===== src/rtl/ovl_pkg.sv =====
// Shared types and sizes for the layered window compositor.
// Assumes five windows; layer 0 is the opaque base plane.
package ovl_pkg;
    localparam int NUM_WIN   = 5;
    localparam int WIN_IDX_W = 3;
    localparam int REG_SEL_W = 3;
    localparam int ADDR_W    = WIN_IDX_W + REG_SEL_W;
    localparam int PIX_W     = 24;

    typedef enum logic [REG_SEL_W-1:0] {
        SEL_CTRL  = 3'd0,
        SEL_ORIG  = 3'd1,
        SEL_SIZE  = 3'd2,
        SEL_ALPHA = 3'd3,
        SEL_KEY   = 3'd4
    } reg_sel_e;

    typedef struct packed {
        logic [7:0] r;
        logic [7:0] g;
        logic [7:0] b;
    } rgb_t;

    typedef struct packed {
        logic [3:0] b;
        logic [3:0] g;
        logic [3:0] r;
    } alpha_t;
endpackage


===== src/rtl/ovl_win_regs.sv =====
// Setting store for one window. It keeps the enable, the origin and the extent,
// and derives the inclusive last coordinate, which saturates at 0. When
// HAS_BLEND is 0 (the base plane) the weights read as 0xF and the match is
// off, and writes to those settings are dropped.
// Assumes wr_en is already decoded for this window and that CW <= 16.
module ovl_win_regs
    import ovl_pkg::*;
#(
    parameter int CW        = 12,
    parameter bit HAS_BLEND = 1'b1
) (
    input  logic                 clk,
    input  logic                 rst_n,
    input  logic                 wr_en,
    input  logic [REG_SEL_W-1:0] wr_sel,
    input  logic [31:0]          wr_data,
    output logic                 en,
    output logic                 key_en,
    output logic [CW-1:0]        tl_x,
    output logic [CW-1:0]        tl_y,
    output logic [CW:0]          br_x,
    output logic [CW:0]          br_y,
    output alpha_t               alpha,
    output rgb_t                 key
);
    localparam int YLSB = 16;

    logic [CW-1:0] siz_x, siz_y;
    logic          wr_unused;

    assign wr_unused = ^wr_data;

    function automatic logic [CW:0] last_coord(input logic [CW-1:0] s, input logic [CW-1:0] n);
        logic [CW:0] sum;
        sum = {1'b0, s} + {1'b0, n};
        return (sum == '0) ? '0 : sum - 1'b1;
    endfunction

    // Purpose: hold the enable and the rectangle settings.
    always_ff @(posedge clk) begin
        if (!rst_n) begin
            en    <= 1'b0;
            tl_x  <= '0;
            tl_y  <= '0;
            siz_x <= '0;
            siz_y <= '0;
        end else if (wr_en) begin
            case (wr_sel)
                SEL_CTRL: en <= wr_data[0];
                SEL_ORIG: begin
                    tl_x <= wr_data[CW-1:0];
                    tl_y <= wr_data[YLSB+CW-1:YLSB];
                end
                SEL_SIZE: begin
                    siz_x <= wr_data[CW-1:0];
                    siz_y <= wr_data[YLSB+CW-1:YLSB];
                end
                default: ;
            endcase
        end
    end

    // Purpose: inclusive last coordinate per axis, clamped at zero.
    always_comb begin
        br_x = last_coord(tl_x, siz_x);
        br_y = last_coord(tl_y, siz_y);
    end

    generate
        if (HAS_BLEND) begin : g_blend
            // Purpose: hold the channel weights, the match enable and the match colour.
            always_ff @(posedge clk) begin
                if (!rst_n) begin
                    alpha  <= '{b: 4'hF, g: 4'hF, r: 4'hF};
                    key_en <= 1'b0;
                    key    <= '0;
                end else if (wr_en) begin
                    case (wr_sel)
                        SEL_CTRL:  key_en <= wr_data[1];
                        SEL_ALPHA: alpha  <= wr_data[11:0];
                        SEL_KEY:   key    <= wr_data[PIX_W-1:0];
                        default: ;
                    endcase
                end
            end
        end else begin : g_base
            assign alpha  = '{b: 4'hF, g: 4'hF, r: 4'hF};
            assign key_en = 1'b0;
            assign key    = '0;
        end
    endgenerate

    // a control write sets the enable seen on the next clock.
    p_ctrl_write_r4: assert property (@(posedge clk) disable iff (!rst_n)
        (wr_en && wr_sel == SEL_CTRL) |=> (en == $past(wr_data[0])));
endmodule


===== src/rtl/ovl_blend_stage.sv =====
// One layer of the composite chain. It applies the transparent-colour match,
// then the per-channel weighted mix of this layer's sample over the colour
// beneath. Purely combinational.
// Assumes the weight is 0..15, where 15 means opaque.
module ovl_blend_stage
    import ovl_pkg::*;
(
    input  rgb_t   lower,
    input  rgb_t   upper,
    input  logic   hit,
    input  logic   key_en,
    input  rgb_t   key,
    input  alpha_t alpha,
    output rgb_t   result,
    output logic   keyed
);
    function automatic logic [7:0] mix8(input logic [3:0] a, input logic [7:0] u, input logic [7:0] l);
        logic [11:0] s;
        logic [11:0] q;
        s = 12'(a) * 12'(u) + 12'(4'd15 - a) * 12'(l);
        q = s / 12'd15;
        return q[7:0];
    endfunction

    // Purpose: select pass-through or weighted mix for this layer.
    always_comb begin
        keyed = hit && key_en && (upper == key);
        if (hit && !keyed) begin
            result.r = mix8(alpha.r, upper.r, lower.r);
            result.g = mix8(alpha.g, upper.g, lower.g);
            result.b = mix8(alpha.b, upper.b, lower.b);
        end else begin
            result = lower;
        end
    end
endmodule


===== src/rtl/ovl_compositor.sv =====
// Five-layer window compositor. It decodes setting writes per window, tests
// each window's inclusive rectangle against the raster position, folds the
// layers from 0 upwards, and registers the result with the active-video flag.
// Assumes samples are aligned with pix_x/pix_y/de_in in the same cycle.
module ovl_compositor
    import ovl_pkg::*;
#(
    parameter int CW = 12
) (
    input  logic                     clk,
    input  logic                     rst_n,
    input  logic                     cfg_we,
    input  logic [ADDR_W-1:0]        cfg_addr,
    input  logic [31:0]              cfg_wdata,
    input  logic [CW-1:0]            pix_x,
    input  logic [CW-1:0]            pix_y,
    input  logic                     de_in,
    input  logic [NUM_WIN*PIX_W-1:0] win_pix,
    output logic [PIX_W-1:0]         pix_out,
    output logic                     de_out
);
    logic [WIN_IDX_W-1:0] wr_win;
    logic [REG_SEL_W-1:0] wr_sel;
    logic [NUM_WIN-1:0]   en_v, ken_v, hit_v, keyed_v;
    logic [CW-1:0]        tl_x [NUM_WIN];
    logic [CW-1:0]        tl_y [NUM_WIN];
    logic [CW:0]          br_x [NUM_WIN];
    logic [CW:0]          br_y [NUM_WIN];
    alpha_t               alpha_v [NUM_WIN];
    rgb_t                 key_v [NUM_WIN];
    rgb_t                 samp [NUM_WIN];
    rgb_t                 layer [NUM_WIN+1];
    rgb_t                 out_q;
    logic                 de_q;

    assign wr_win   = cfg_addr[ADDR_W-1:REG_SEL_W];
    assign wr_sel   = cfg_addr[REG_SEL_W-1:0];
    assign layer[0] = '0;

    generate
        for (genvar i = 0; i < NUM_WIN; i++) begin : g_win
            ovl_win_regs #(.CW(CW), .HAS_BLEND(i != 0)) u_regs (
                .clk     (clk),
                .rst_n   (rst_n),
                .wr_en   (cfg_we && (wr_win == WIN_IDX_W'(i))),
                .wr_sel  (wr_sel),
                .wr_data (cfg_wdata),
                .en      (en_v[i]),
                .key_en  (ken_v[i]),
                .tl_x    (tl_x[i]),
                .tl_y    (tl_y[i]),
                .br_x    (br_x[i]),
                .br_y    (br_y[i]),
                .alpha   (alpha_v[i]),
                .key     (key_v[i])
            );

            assign samp[i] = win_pix[PIX_W*i +: PIX_W];

            // Purpose: inclusive rectangle coverage of the current position.
            always_comb begin
                hit_v[i] = en_v[i]
                    && (pix_x >= tl_x[i]) && ({1'b0, pix_x} <= br_x[i])
                    && (pix_y >= tl_y[i]) && ({1'b0, pix_y} <= br_y[i]);
            end

            ovl_blend_stage u_stage (
                .lower  (layer[i]),
                .upper  (samp[i]),
                .hit    (hit_v[i]),
                .key_en (ken_v[i]),
                .key    (key_v[i]),
                .alpha  (alpha_v[i]),
                .result (layer[i+1]),
                .keyed  (keyed_v[i])
            );

            // a matched sample leaves the colour beneath untouched.
            p_key_pass_r10: assert property (@(posedge clk) disable iff (!rst_n)
                keyed_v[i] |-> (layer[i+1] == layer[i]));

            // full weight on a covering, unmatched layer yields its own sample.
            p_opaque_r9: assert property (@(posedge clk) disable iff (!rst_n)
                (hit_v[i] && !keyed_v[i] && alpha_v[i] == 12'hFFF) |-> (layer[i+1] == samp[i]));
        end
    endgenerate

    // Purpose: output register with matching active-video delay.
    always_ff @(posedge clk) begin
        if (!rst_n) begin
            de_q  <= 1'b0;
            out_q <= '0;
        end else begin
            de_q  <= de_in;
            out_q <= de_in ? layer[NUM_WIN] : '0;
        end
    end

    assign pix_out = out_q;
    assign de_out  = de_q;

    // the qualifier lags the input by exactly one clock.
    p_de_delay_r2: assert property (@(posedge clk) disable iff (!rst_n)
        $past(rst_n) |-> (de_out == $past(de_in)));

    // blank output outside active video.
    p_blank_r3: assert property (@(posedge clk) disable iff (!rst_n)
        !de_out |-> (pix_out == '0));

    // with every window off the active output is black.
    p_empty_r11: assert property (@(posedge clk) disable iff (!rst_n)
        ($past(rst_n) && $past(de_in) && $past(en_v) == '0) |-> (pix_out == '0));
endmodule


===== config.mk =====
export PLATFORM = sky130hd
export DESIGN_NAME = ovl_compositor
export DESIGN_NICKNAME = d
export VERILOG_FILES = /design/src/rtl/ovl_pkg.sv /design/src/rtl/ovl_win_regs.sv /design/src/rtl/ovl_blend_stage.sv /design/src/rtl/ovl_compositor.sv
export SDC_FILE = /design/constraint.sdc
export NUM_CORES = 2
export LEC_CHECK = 0
export BUFFER_PORTS_ARGS = -buffer_cell sky130_fd_sc_hd__buf_4
export CAP_MARGIN = 15
export CORE_MARGIN = 10
export CORE_UTILIZATION = 50
export CTS_CLUSTER_DIAMETER = 80
export DETAILED_ROUTE_END_ITERATION = 8
export GPL_ROUTABILITY_DRIVEN = 0
export PLACE_DENSITY = 0.64
export REMOVE_ABC_BUFFERS = 1
export SLEW_MARGIN = 10
export SYNTH_ARGS = -nofsm -noshare
export SYNTH_HDL_FRONTEND = slang
export SYNTH_SLANG_ARGS = --single-unit

===== constraint.sdc =====
create_clock -name clk -period 107 [get_ports clk]
set_input_delay 21.4 -clock clk [delete_from_list [all_inputs] [get_ports clk]]
set_output_delay 21.4 -clock clk [all_outputs]
set_load 0.03 [all_outputs]

==> impl_metrics.toml <==
[run_status]
status = "finished, final reports clean"

[floorplan]
dieHeight_um = 390
start_util = 0.504
core-area_mm2 = 0.136
dieArea_mm2 = 0.152
die_width_um = 390
num_rows = 135
ioPinCount = 211

[yosys]
syn_area_mm2 = 0.0684
yosys_warnings = 0
synth-seq-cells = 418
ys_seq_area_frac = 0.122
synth.area.top_cells = "ha_1 16%, fa_1 15%, dfxtp_1 12%"
synthCells = 8823
ys_types = 137
syn_avg_cell_area_um2 = 7.75
synth_edf_count = 0
synth_top_area_cell = "ha_1"
synth_flop_cell = "dfxtp_1"
async_flop_share = 0
synth_top_area_share = 0.155

[clocking]
post_cts_buffers = 0
clock-sinks = 418
clk_pin_slew_ns = 0.06
htree_levels = 2
cts_resized = 0
cts_hold_buf = 0
cts_root_buf = "clkbuf_16"
cts_tree = "yes"
cts-buffers-inserted = 56
clk_latency_ns = 0.68
clockBufferDepth = 3

[power_and_ir_drop]
p_comb_frac = 0.849
total_power_mw = 2.32
internal-power_mw = 1.02
p_leak_nw = 32.8
seq_power_share = 0.068
pwr-share-clk = 0.083
sw_frac_of_total = 0.559
max-vdd-ir-drop_v = 0.0000295
power.density_mw_per_mm2 = 31.7
switchingPower_mw = 1.30

[cells_and_area]
final_common_cell = "nand2_1"
drive_gt1_frac = 0.0724
mostFrequentLayoutCells = "1,452 x nand2_1, 1,025 x inv_1, 848 x ha_1"
area_growth_pct = 7.12
layout.nets = 10400
final_cells = 10700

[detailed_routing]
num_vias = 61600
dr.pass1.iters = 6
wl_per_cell_um = 18.9
first_iter_violations = 4202
wirelength_um = 202000
antenna_left = 0
routed_via_density = 5.77
drc = 0

[global_routing]
antenna_found_initial = 29
met1_usage = 0.333
grt_pass1_vias = 61000
grt_use_met2 = 0.441
grt_max_degree = 117
grt_use_met3 = 0.0378
globalRouteOverflowTotal = 0
grt_pass1_wl_um = 325000
busiest_layer = "met2"
grt_usage = 0.260

[timing]
fin_ws_ns = 48.28
hold_viol = 0
setup_viol = 0
max_slew_margin = 0.218
grt_setup_unrepaired = "no"
drv_slew = 0
finalCritPeriodShare = 0.549
fmax_mhz = 17.0
tightest_slew_ns = 1.16
finalCriticalPeriod_ns = 58.72
tns_ns = 0
fin_skew_ns = 0.0301

[worst_setup_path]
cp.required_ns = 107.56
critPathArrivalTime_ns = 59.28
endpoint_kind = "flip-flop"
slowest_delay_ns = 0.73
worst_path_most_repeated_cell = "fa_1"
critPathLaunchType = "input pin"
worst_path_max_delay_cell = "nor3b_1"
path_max_fanout = 39
path_class = "input pin to flip-flop"

[place]
post-dp-hpwl_um = 155000
post-place-ws_ns = 48.14
numPortBuffers = 206
dp_cells = 10500

[worst_hold_path]
hold_class = "flip-flop to flip-flop"

[job]
drv_cap = 0
-- critical path: cells and delay by family --
| kind | cells | cell delay, ns |
|---|---|---|
| buf+inv | 12 | 1.19 |
| fa+ha+maj | 29 | 11.97 |
| compound gates | 51 | 13.03 |
| simple gates | 32 | 8.01 |
| mux | 8 | 2.39 |
| xor+xnor | 4 | 1.18 |
-- cell type report --
type,count,area [um2]
Timing Repair Buffer,238,1790
Inverter,1025,3850
Clock buffer,76,1600
Multi-Input combinational cell,7085,55100
Sequential cell,418,8370
Antenna cell,15,37.5
Fill cell,12900,62400
Clock inverter,24,284
Tap cell,1781,2230
-- cells by family after synthesis --
group / share of synthesized area
buffers and inverters: 0.0732
XOR/XNOR: 0.0640
AND/OR/NAND/NOR: 0.221
adder cells (fa/ha/maj): 0.304
multiplexers: 0.0144
other: 0.0000549
AO/OA/AOI/OAI: 0.200
flip-flops: 0.122
-- metrics by stage --
| stage | hold slack, ns | cell area (um2) | utilization |
|---|---|---|---|
| after global routing | 0.491 | 73200 | 0.540 |
| after floorplan | 0.443 | 67200 | - |
| after CTS | 0.473 | 73200 | 0.540 |
| final | 0.470 | 73200 | 0.540 |
| after global placement | 0.456 | 71300 | 0.526 |
| after detailed placement | 0.464 | 71300 | 0.526 |
-- synthesized netlist by cell type (78+ instances only) --
cell,count
a21boi_0,354
a21o_1,169
a21oi_1,340
and2_1,194
clkbuf_1,265
dfxtp_1,418
fa_1,502
ha_1,848
inv_1,1025
nand2_1,1452
nand2b_1,105
nand3_1,175
nand4_1,78
nor2_1,569
nor2b_1,105
nor3_1,143
o21a_1,92
o21ai_0,197
or2_2,133
xnor2_1,300
xor2_1,182
-- power by group through the flow --
stage,clock network (mW),registers [mW],logic [mW]
2_1_floorplan,0,0.160,1.56
3_3_place_gp,0,0.161,1.87
3_5_place_dp,0,0.161,1.92
4_1_cts,0.197,0.157,1.93
5_1_grt,0.202,0.158,2.18
6_report,0.194,0.157,1.97
-- worst paths after layout --
kind / start / end / slack, ns / cells after the start
min reg2reg: g_win[4].u_regs.siz_y[9] / g_win[4].u_regs.siz_y[9] / 0.47 / 2
max reg2reg: g_win[0].u_regs.tl_y[0] / pix_out[16] / 65.86 / 149
max: pix_y[1] / pix_out[16] / 48.28 / 136
min: g_win[4].u_regs.siz_y[9] / g_win[4].u_regs.siz_y[9] / 0.47 / 2
-- state kept, by name (all words and copies together), names as in the netlist --
register             cells
pix_out                 24
g_win.u_regs.siz_y      60
g_win.u_regs.en          5
g_win.u_regs.alpha      48
de_out                   1
g_win.u_regs.key        96
g_win.u_regs.tl_x       60
g_win.u_regs.key_en      4
g_win.u_regs.tl_y       60
g_win.u_regs.siz_x      60
-- routing by layer --
| metal | wire length, um | vias up | share of wire |
|---|---|---|---|
| li1 | - | 29900 | - |
| met1 | 87700 | 29600 | 0.44 |
| met2 | 93800 | 1657 | 0.47 |
| met3 | 12500 | 383 | 0.062 |
| met4 | 7430 | 22 | 0.037 |
| met5 | 129 | - | 0.00064 |
Note: power is estimated with default switching activity, not from simulation.
